$ cat src/rtl/spinor_cmd_pkg.sv
package spinor_cmd_pkg;

  typedef enum logic [1:0] {ST_IDLE, ST_LEAD, ST_SHIFT, ST_TRAIL} eng_state_t;

  // host register addresses
  localparam logic [4:0] ADR_CMD  = 5'h00;
  localparam logic [4:0] ADR_CNT  = 5'h01;
  localparam logic [4:0] ADR_STAT = 5'h02;
  localparam logic [4:0] ADR_LOCK = 5'h03;
  localparam logic [4:0] ADR_TX0  = 5'h08;
  localparam logic [4:0] ADR_RX0  = 5'h10;

  // command codes and constants
  localparam logic [7:0] CODE_PROG  = 8'h04;
  localparam logic [7:0] CODE_RDST  = 8'h02;
  localparam logic [7:0] CODE_WRST  = 8'h20;
  localparam logic [7:0] UNLOCK_KEY = 8'h30;
  localparam logic [7:0] OP_RDST    = 8'h05;
  localparam logic [7:0] OP_WRST    = 8'h01;

  // number of bits a command clocks; 0 means the command does nothing
  function automatic logic [7:0] frame_len(input logic [7:0] code,
                                           input logic [7:0] cnt,
                                           input logic [7:0] max_bits);
    case (code)
      CODE_PROG: frame_len = (cnt == 8'd0 || cnt > max_bits) ? 8'd0 : cnt;
      CODE_RDST: frame_len = 8'd16;
      CODE_WRST: frame_len = 8'd16;
      default:   frame_len = 8'd0;
    endcase
  endfunction

endpackage

$ cat src/rtl/spinor_host_regs.sv
module spinor_host_regs
  import spinor_cmd_pkg::*;
#(
  parameter int NBYTES = 6
) (
  input  logic                  clk,
  input  logic                  rst_n,
  input  logic                  wr_en,
  input  logic [4:0]            wr_addr,
  input  logic [7:0]            wr_data,
  input  logic [4:0]            rd_addr,
  output logic [7:0]            rd_data,
  output logic [8*NBYTES-1:0]   tx_bytes,
  output logic [7:0]            bit_count,
  output logic                  lock_open,
  output logic                  cmd_write,
  output logic [7:0]            cmd_code,
  input  logic [8*NBYTES-1:0]   rx_chain,
  input  logic [7:0]            status_byte,
  input  logic [7:0]            active_code
);

  always_ff @(posedge clk or negedge rst_n) begin
    if (!rst_n) begin
      bit_count <= 8'd0;
      lock_open <= 1'b0;
    end else if (wr_en) begin
      if (wr_addr == ADR_CNT)  bit_count <= wr_data;
      if (wr_addr == ADR_LOCK) lock_open <= (wr_data == UNLOCK_KEY);
    end
  end

  for (genvar i = 0; i < NBYTES; i++) begin : g_tx
    localparam logic [4:0] MY_ADR = 5'(ADR_TX0 + i);
    always_ff @(posedge clk or negedge rst_n) begin
      if (!rst_n)                            tx_bytes[8*i +: 8] <= 8'd0;
      else if (wr_en && wr_addr == MY_ADR)   tx_bytes[8*i +: 8] <= wr_data;
    end
  end

  assign cmd_write = wr_en && (wr_addr == ADR_CMD);
  assign cmd_code  = wr_data;

  always_comb begin
    rd_data = 8'd0;
    case (rd_addr)
      ADR_CMD:  rd_data = active_code;
      ADR_CNT:  rd_data = bit_count;
      ADR_STAT: rd_data = status_byte;
      ADR_LOCK: rd_data = lock_open ? UNLOCK_KEY : 8'd0;
      default:  rd_data = 8'd0;
    endcase
    for (int i = 0; i < NBYTES; i++) begin
      if (rd_addr == 5'(ADR_TX0 + i)) rd_data = tx_bytes[8*i +: 8];
      if (rd_addr == 5'(ADR_RX0 + i)) rd_data = rx_chain[8*i +: 8];
    end
  end

endmodule

$ cat src/rtl/spinor_frame_engine.sv
module spinor_frame_engine
  import spinor_cmd_pkg::*;
#(
  parameter int NBYTES = 6
) (
  input  logic                  clk,
  input  logic                  rst_n,
  input  logic                  cmd_write,
  input  logic [7:0]            cmd_code,
  input  logic                  lock_open,
  input  logic [7:0]            bit_count,
  input  logic [8*NBYTES-1:0]   tx_bytes,
  input  logic                  miso,
  output logic                  cs_n,
  output logic                  sck,
  output logic                  mosi,
  output logic                  busy,
  output logic [7:0]            active_code,
  output logic [8*NBYTES-1:0]   rx_chain,
  output logic [7:0]            status_byte,
  output logic                  frame_start,
  output logic                  bit_sample,
  output logic                  frame_done
);

  localparam int         FRAME_W = 8 * NBYTES;
  localparam logic [7:0] MAX_BITS = 8'(FRAME_W);

  // outgoing image: MSB of the result leaves first
  function automatic logic [FRAME_W-1:0] frame_image(input logic [7:0] code,
                                                     input logic [FRAME_W-1:0] tx);
    case (code)
      CODE_RDST: frame_image = {OP_RDST, {(FRAME_W-8){1'b0}}};
      CODE_WRST: frame_image = {OP_WRST, tx[FRAME_W-1 -: 8], {(FRAME_W-16){1'b0}}};
      default:   frame_image = tx;
    endcase
  endfunction

  eng_state_t         state;
  logic               phase;
  logic [7:0]         bits_left;
  logic [FRAME_W-1:0] shreg;
  logic [7:0]         req_len;

  assign req_len     = frame_len(cmd_code, bit_count, MAX_BITS);
  assign busy        = (state != ST_IDLE);
  assign frame_start = cmd_write && lock_open && !busy && (req_len != 8'd0);
  assign bit_sample  = (state == ST_SHIFT) && !phase;
  assign frame_done  = (state == ST_TRAIL);
  assign cs_n        = (state == ST_IDLE);
  assign sck         = (state == ST_SHIFT) && phase;
  assign mosi        = (state == ST_SHIFT) && shreg[FRAME_W-1];

  always_ff @(posedge clk or negedge rst_n) begin
    if (!rst_n) begin
      state       <= ST_IDLE;
      phase       <= 1'b0;
      bits_left   <= 8'd0;
      shreg       <= '0;
      rx_chain    <= '0;
      active_code <= 8'd0;
      status_byte <= 8'd0;
    end else begin
      case (state)
        ST_IDLE: if (frame_start) begin
          state       <= ST_LEAD;
          shreg       <= frame_image(cmd_code, tx_bytes);
          bits_left   <= req_len;
          active_code <= cmd_code;
        end
        ST_LEAD: begin
          state <= ST_SHIFT;
          phase <= 1'b0;
        end
        ST_SHIFT: begin
          if (!phase) begin
            phase    <= 1'b1;
            rx_chain <= {rx_chain[FRAME_W-2:0], miso};
          end else begin
            phase     <= 1'b0;
            shreg     <= {shreg[FRAME_W-2:0], 1'b0};
            bits_left <= bits_left - 8'd1;
            if (bits_left == 8'd1) state <= ST_TRAIL;
          end
        end
        ST_TRAIL: begin
          state       <= ST_IDLE;
          active_code <= 8'd0;
          if (active_code == CODE_RDST) status_byte <= rx_chain[7:0];
        end
        default: state <= ST_IDLE;
      endcase
    end
  end

endmodule

$ cat src/rtl/spinor_cmd_shifter.sv
module spinor_cmd_shifter
  import spinor_cmd_pkg::*;
#(
  parameter int NBYTES = 6
) (
  input  logic       clk,
  input  logic       rst_n,
  input  logic       wr_en,
  input  logic [4:0] wr_addr,
  input  logic [7:0] wr_data,
  input  logic [4:0] rd_addr,
  output logic [7:0] rd_data,
  output logic       busy,
  output logic       spi_cs_n,
  output logic       spi_sck,
  output logic       spi_mosi,
  input  logic       spi_miso
);

  localparam int FRAME_W = 8 * NBYTES;

  logic [FRAME_W-1:0] tx_bytes;
  logic [FRAME_W-1:0] rx_chain;
  logic [7:0]         bit_count;
  logic               lock_open;
  logic               cmd_write;
  logic [7:0]         cmd_code;
  logic [7:0]         status_byte;
  logic [7:0]         active_code;
  logic               frame_start;
  logic               bit_sample;
  logic               frame_done;

  spinor_host_regs #(.NBYTES(NBYTES)) u_regs (
    .clk         (clk),
    .rst_n       (rst_n),
    .wr_en       (wr_en),
    .wr_addr     (wr_addr),
    .wr_data     (wr_data),
    .rd_addr     (rd_addr),
    .rd_data     (rd_data),
    .tx_bytes    (tx_bytes),
    .bit_count   (bit_count),
    .lock_open   (lock_open),
    .cmd_write   (cmd_write),
    .cmd_code    (cmd_code),
    .rx_chain    (rx_chain),
    .status_byte (status_byte),
    .active_code (active_code)
  );

  spinor_frame_engine #(.NBYTES(NBYTES)) u_engine (
    .clk         (clk),
    .rst_n       (rst_n),
    .cmd_write   (cmd_write),
    .cmd_code    (cmd_code),
    .lock_open   (lock_open),
    .bit_count   (bit_count),
    .tx_bytes    (tx_bytes),
    .miso        (spi_miso),
    .cs_n        (spi_cs_n),
    .sck         (spi_sck),
    .mosi        (spi_mosi),
    .busy        (busy),
    .active_code (active_code),
    .rx_chain    (rx_chain),
    .status_byte (status_byte),
    .frame_start (frame_start),
    .bit_sample  (bit_sample),
    .frame_done  (frame_done)
  );

endmodule

$ cat config.mk
export PLATFORM = sky130hd
export DESIGN_NAME = spinor_cmd_shifter
export DESIGN_NICKNAME = d
export VERILOG_FILES = /design/src/rtl/spinor_cmd_pkg.sv /design/src/rtl/spinor_host_regs.sv /design/src/rtl/spinor_frame_engine.sv /design/src/rtl/spinor_cmd_shifter.sv
export SDC_FILE = /design/constraint.sdc
export NUM_CORES = 1
export LEC_CHECK = 0
export CAP_MARGIN = 20
export CORE_ASPECT_RATIO = 0.6
export CORE_MARGIN = 1
export CORE_UTILIZATION = 30
export DETAILED_ROUTE_END_ITERATION = 16
export PLACE_DENSITY = 0.49
export SLEW_MARGIN = 20
export SYNTH_ARGS = -nofsm -noshare
export SYNTH_HDL_FRONTEND = slang
export SYNTH_SLANG_ARGS = --single-unit
export TNS_END_PERCENT = 50
$ cat constraint.sdc
create_clock -name clk -period 6.2 [get_ports clk]
set_input_delay 1.24 -clock clk [delete_from_list [all_inputs] [get_ports clk]]
set_output_delay 1.24 -clock clk [all_outputs]
set_load 0.005 [all_outputs]
==> results.md, run 1 <==
- Initial antenna violation count: 0
- FF+latch area: ~4500 sq um
- Synth async-reset ratio: 100.0%
- Final hold vios: 0
- Via count: just over 7,000
- Worst slew margin: between 30% and 40%
- CTS root buf: clkbuf_16
- Worst hold path class: reg2reg
- Main combinational cell family by area after synthesis: compound AO/OA/AOI/OAI gates
- Pwr Total: 0.003943 W
- Sequential share of the synthesized area: 49.32%
- CTS Hold Bufs: 0
- RR Startpoint: u_engine.state[0]$_DFFE_PN0P_
- Required @ worst endpoint: slightly below 5 ns
- Drt wl/cell: around 20 microns
- CTS Buffer Depth: 2
- Largest net degree at the start of global routing: 113
- Die Area: 31,170 sq um
- Post-Synth XOR/XNOR Area: 0.1918%
- Critical path arrival: ~4.2 ns
- Clock Latency Late Sink: approximately 0.44 ns
- Syn Inst Count: around 900
- Min-delay src: u_engine.shreg[47]$_DFFE_PN0P_
- Post-synthesis sequential element count: 180
- Synth Area in Adders: less than 1%
- Unrepaired setup endpoints after global routing: no
- Placement row count: 49
- Startpoint types: input pin
- DIE HEIGHT: around 140 microns
- Synthesized cell area: about 9000 sq um
- Status: finished, final reports clean
- Placed inst area: 9961 sq um
- First-pass GRT wire length: ~42,000 microns
- CTS-repair resized insts: 0
- Post-DRT Antenna Nets: 0
- # Post-CTS Setup Buffers: 0
- Commonest non-fill, non-tap cells in the layout: dfrtp_1, nand2_1, mux2_2
- Horiz. Die Dim: 227.3 microns
- Met1 wire length: between 10,000 and 15,000 microns
- Multiplexer area fraction after synthesis: around 15%
- WL final: 27,210 microns
- Met2 WL: roughly 10,000 microns
- Final TNS setup: 0 ns
- Avg Inst Size Synth: 9.971 sq um
- Syn-to-layout area delta: 15.42%
- Yosys warnings: 0
- Setup crit start: rd_addr[4]
- Synth Area in Compound Gates: approximately 16%
- Post-route DRC: 0
- Ports: 34
- Max Slew Vio Count: 0
- Setup Crit Path Kind: in2out
- Setup crit end kind: output port
- GRT Total Usage: 18.47%
- Multi-input logic area: ~4300 sq um
- Critical path peak fanout: 9
- Final #Nets: about 960
- Number of buffers inserted by port buffering: 33
- Synth Flop Type: dfrtp_1
- Sink Count: between 150 and 200
- Tightest Pin Transition: about 1.0 ns
- Maximum vdd drop: 0.0002231 V
- Final count of negative-setup-slack endpoints: 0
- Power per cell area: 374.0 nW/um^2
- Routed vias/inst: between 5 and 6
- Tcrit/Tclk final: a little under 90%
- CORE AREA: 29,920 sq um
- Share of cells above drive strength 1: approximately a fifth
- Finished Cell Area: between 10,000 and 15,000 sq um
- CTS HTree Levels: 4
- DR top layer: met4
- Drt first pass iters: 5
- Netlist cell types: 66
- WHS: 0.4767 ns
- Syn Nets: between 900 and 1,000
- Gp weighted congestion: 0.9142
- Max Cap Viol: 0
- Number of global-route vias before repair: 6,765
- Starting Density: a little under a third
- Routed met3 length: approximately 1600 microns
- Worst clock skew: 0.008457 ns
- # fillers: a little over 3,000
- CTS tree: yes
- Number of synthesized flops with an enable pin: 0
- # diodes: 0
- Simple-gate portion of the synthesized area: between 15 and 20%
- Crit path time final: ~5.4 ns
- Pleak: between 4 and 5 nW
- TritonCTS buffer count: 17
- GRT overflow: 0
- Max frequency: 0.1850 GHz
- Initial drt markers: around 740
- CTS clk-pin slew, worst paths: 0.07 ns
- Commonest non-fill, non-tap cell in the layout: dfrtp_1
- Hpwl dp: around 20,000 microns
==> layout make-up <==
cell class | count | area share [%]
sequential | 180 | 42.72
inverter | 15 | 0.5341
timing repair buffer | 61 | 5.163
multi-input combinational | 657 | 41.22
clock buffer | 24 | 4.569
clock inverter | 8 | 0.9494
tap | 408 | 4.842
==> worst max-delay path: stages <==
cell and delay [ns]:
clkdlybuf4s50_1 0.63, nand2b_1 0.15, nor2_1 0.49, a221oi_1 0.25, a211oi_1 0.28, nor3b_1 0.09
o41ai_1 0.35, buf_4 0.18, clkdlybuf4s50_1 0.49
==> sequential cells by signal (all words and copies together), names as in the netlist <==
| signal | cells |
|---|---|
| u_engine.state | 2 |
| u_engine.active_code | 8 |
| u_engine.shreg | 48 |
| u_engine.phase | 1 |
| u_regs.tx_bytes | 48 |
| u_regs.bit_count | 8 |
| u_engine.status_byte | 8 |
| u_engine.bits_left | 8 |
| u_engine.rx_chain | 48 |
| u_regs.lock_open | 1 |
==> cells by family (layout without fill, tap and decap cells) <==
family | count (synthesis) | after routing
DFF | 180 | 180
adders and majority gates | 5 | 5
and+or+nand+nor | 296 | 296
AOI/OAI and AO/OA | 233 | 233
xor gates and xnor gates | 2 | 2
muxes | 121 | 121
buffers and inverters | 79 | 108
==> final timing paths <==
| path | to | slack [ns] | cells past startpoint |
|---|---|---|---|
| setup / recovery | rd_data[6] | 0.79 | 9 |
| setup reg to reg | u_engine.bits_left[2]$_DFFE_PN0P_ | 3.07 | 9 |
| min in group asynchronous | u_engine.active_code[7]$_DFFE_PN0P_ | 0.85 | 1 |
| hold reg to reg | u_engine.shreg[47]$_DFFE_PN0P_ | 0.48 | 2 |
| max in group asynchronous | u_engine.rx_chain[35]$_DFFE_PN0P_ | 4.18 | 2 |
| hold / removal | u_engine.shreg[47]$_DFFE_PN0P_ | 0.48 | 2 |
==> stage by stage <==
step	instances	util [%]	setup slack [ns]
3_5_place_dp	1321	33.29	0.7624
5_1_grt	1353	35.24	0.6501
2_1_floorplan	916	-	2.068
4_1_cts	1353	35.24	0.7901
6_report	1353	35.24	0.7943
3_3_place_gp	1321	33.29	0.8135
==> layer usage <==
layer  vias up  GRT usage [%]
li1       3347              -
met1      3633          30.17
met2       183          23.07
met3        15          4.787
met4         0          4.101
met5         -              0
==> power breakdown <==
group	total [W]	switching, W	internal, W
Sequential	0.00167	0.000235	0.00143
Combinational	0.00118	0.000690	0.000489
Clock	0.00110	0.000473	0.000626
==> cell usage after synthesis, types with 4 or more instances <==
| library cell | n | area, sq um |
|---|---|---|
| buf_1 | 9 | 33.78 |
| nand2_1 | 128 | 480.5 |
| nand3b_1 | 7 | 52.55 |
| nor4_1 | 7 | 43.79 |
| dfrtp_1 | 180 | 4504 |
| mux2_2 | 110 | 1239 |
| nor2b_1 | 17 | 106.4 |
| a221oi_1 | 14 | 122.6 |
| a21oi_1 | 66 | 330.3 |
| o21ai_0 | 79 | 395.4 |
| nor3b_1 | 7 | 52.55 |
| nand3_1 | 18 | 90.09 |
| ha_1 | 5 | 62.56 |
| inv_1 | 15 | 56.30 |
| and3_1 | 7 | 43.79 |
| o31ai_1 | 9 | 67.56 |
| a22oi_1 | 9 | 67.56 |
| clkbuf_1 | 50 | 187.7 |
| a221o_1 | 4 | 40.04 |
| nor2_1 | 61 | 229.0 |
| mux2i_1 | 9 | 90.09 |
| o22ai_1 | 6 | 37.54 |
| a32oi_1 | 6 | 52.55 |
| nor3_1 | 11 | 55.05 |
| and2_1 | 7 | 43.79 |
| o22a_1 | 4 | 35.03 |
Note: power is estimated with default switching activity, not from simulation.
==> inputs of run 2 (changes only) <==
==> constraint.sdc (replaced) <==
create_clock -name clk -period 6.2 [get_ports clk]
set_input_delay 1.24 -clock clk [delete_from_list [all_inputs] [get_ports clk]]
set_output_delay 1.24 -clock clk [all_outputs]
set_load 0.02 [all_outputs]
==> results.md, run 2 (synthesized netlist as in run 1, its figures left out) <==
- Max Cap Viol: 0 (unchanged)
- Hpwl dp: 19,430 microns (-0.96%)
- Setup crit end kind: output port
- Pleak: 4.635 nW (+0.75%)
- Commonest non-fill, non-tap cells in the layout: dfrtp_1, nand2_1, mux2_2
- RR Startpoint: u_engine.state[0]$_DFFE_PN0P_
- Starting Density: 30.53% (unchanged)
- Cells on Worst Hold Path: 2 (unchanged)
- Gp weighted congestion: 0.9042 (-1.1%)
- Worst clock skew: 0.01208 ns (+0.003622 ns)
- Required @ worst endpoint: 4.96 ns (about the same)
- Initial drt markers: 704 (-5.0%)
- Post-DRT Antenna Nets: 0 (unchanged)
- CORE AREA: 29,920 sq um (unchanged)
- Critical path peak fanout: 17 (+8)
- First-pass GRT wire length: 42,650 microns (+1.0%)
- Power per cell area: 387.5 nW/um^2 (+3.6%)
- Number of buffers inserted by port buffering: 33 (unchanged)
- Worst setup margin: 0.2894 ns (-0.5048 ns)
- Final count of negative-setup-slack endpoints: 0 (unchanged)
- Max frequency: 0.1692 GHz (-8.5%)
- Largest registers: u_engine.rx_chain x48, u_engine.shreg x48, u_regs.tx_bytes x48
- Crit path time final: 5.911 ns (+0.5048 ns)
- Tightest Pin Transition: 1.023 ns (+0.002207 ns)
- # diodes: 0 (unchanged)
- CTS root buf: clkbuf_16
- Reg-to-Reg End: u_engine.bits_left[2]$_DFFE_PN0P_
- Tcrit/Tclk final: 95.33% (+8.1 points)
- Clock Latency Late Sink: 0.45 ns (about the same)
- Worst-case reg-to-reg path depth: 9 (unchanged)
- Via count: 7,177 (-0.014%)
- Max Slew Vio Count: 0 (unchanged)
- Worst hold path class: reg2reg
- Final TNS setup: 0 ns (unchanged)
- Syn-to-layout area delta: 16.30%
- R2R setup slack: 3.06 ns (about the same)
- Drt wl/cell: 20.21 microns (+0.48%)
- Pwr Total: 0.004117 W (+4.4%)
- CTS clk-pin slew, worst paths: 0.07 ns (about the same)
- Status: finished, final reports clean
- GRT Total Usage: 18.61% (+0.14 points)
- CTS HTree Levels: 4 (unchanged)
- Post-route DRC: 0 (unchanged)
- Final hold vios: 0 (unchanged)
- TritonCTS buffer count: 17 (unchanged)
- CTS tree: yes
- Placement row count: 49 (unchanged)
- Critical Path End: rd_data[6]
- DIE HEIGHT: 137.2 microns (unchanged)
- Startpoint types: input pin
- WL final: 27,260 microns (+0.18%)
- Share of cells above drive strength 1: 19.23% (+0.081 points)
- GRT overflow: 0 (unchanged)
- Setup Crit Path Kind: in2out
- CTS Buffer Depth: 2 (unchanged)
- Placed Instances: 1,317 (-0.30%)
- Setup crit start: rd_addr[3]
- Fin cells: 1,349 (-0.30%)
- Number of global-route vias before repair: 6,912 (+2.2%)
- Worst slew margin: 31.78% (-0.15 points)
- Commonest non-fill, non-tap cell in the layout: dfrtp_1
- Ports: 34 (unchanged)
- Initial antenna violation count: 1 (+1)
- Routed vias/inst: 5.320 (+0.28%)
- Die Area: 31,170 sq um (unchanged)
- Critical path arrival: 4.67 ns (+0.50 ns)
- Largest net degree at the start of global routing: 119 (+5.3%)
- Drt first pass iters: 5 (unchanged)
- Sink Count: 180 (unchanged)
- Pre-CTS WS: 0.1078 ns (-0.6547 ns)
- Horiz. Die Dim: 227.3 microns (unchanged)
- Final #Nets: 955 (-0.42%)
- Unrepaired setup endpoints after global routing: no
- Maximum vdd drop: 0.0002539 V (+14%)
- # Post-CTS Setup Buffers: 0 (unchanged)
- Core Util, Final: 35.51% (+0.27 points)
-- run 2: cell types whose count changed in the layout (fill, tap and decap cells not counted), sizes merged --
cell | previous run | this run
clkinvlp | 1 | 0
buf | 28 | 24
bufinv | 2 | 5
clkinv | 5 | 1
inv | 15 | 19
clkbuf | 25 | 23
-- run 2: through the flow --
step           area [sq um]  hold slack [ns]
2_1_floorplan          9134           0.4424
6_report              10620           0.4727
5_1_grt               10620           0.4984
3_5_place_dp           9943           0.4636
3_3_place_gp           9943           0.4617
4_1_cts               10620           0.4789
-- run 2: critical path, cell delays in order --
cell and delay (ns):
clkdlybuf4s50_1 0.86, or3b_2 0.31, o21ai_0 0.12, a221oi_1 0.29
o21ai_0 0.16, nor3b_1 0.19, o41ai_1 0.67, buf_4 0.22
clkdlybuf4s50_1 0.60
-- run 2: layout make-up --
type | count | area [sq um]
clock inverters | 10 | 190.2
multi-input cells | 657 | 4350
flip-flops and latches | 180 | 4504
fillers | 3109 | 19300
well taps | 408 | 510.5
inverters | 15 | 56.30
clock buffers | 22 | 484.2
repair buffers | 57 | 526.8
-- run 2: worst min-delay path by stage --
stage / start / endpoint
final: u_engine.shreg[47]$_DFFE_PN0P_ / u_engine.shreg[47]$_DFFE_PN0P_
after global placement: u_engine.shreg[0]$_DFFE_PN0P_ / u_engine.shreg[0]$_DFFE_PN0P_
after floorplan: u_engine.shreg[47]$_DFFE_PN0P_ / u_engine.shreg[47]$_DFFE_PN0P_
after CTS: u_engine.shreg[47]$_DFFE_PN0P_ / u_engine.shreg[47]$_DFFE_PN0P_
after global routing: u_engine.shreg[44]$_DFFE_PN0P_ / u_engine.shreg[44]$_DFFE_PN0P_
after detailed placement: u_engine.shreg[47]$_DFFE_PN0P_ / u_engine.shreg[47]$_DFFE_PN0P_
-- run 2: power breakdown --
group          leakage [nW]  internal, W  switching [W]
Clock                 0.332     0.000764       0.000489
Combinational          1.92     0.000489       0.000710
Sequential             2.38      0.00143       0.000234
-- run 2: repair_timing --
item                                    CTS  global route
hold buffers                              0             0
endpoints found under the setup margin    0             1
gates resized for setup                   0             1
hold endpoints to repair                  0             0
-- run 2: per-layer routing --
metal,part of all wire (%),global-route usage (%),up-vias
met5,0,0,-
met3,6.5,4.186,22
met2,39,24.17,199
met4,0.92,4.288,0
met1,54,30.01,3627
li1,-,-,3329
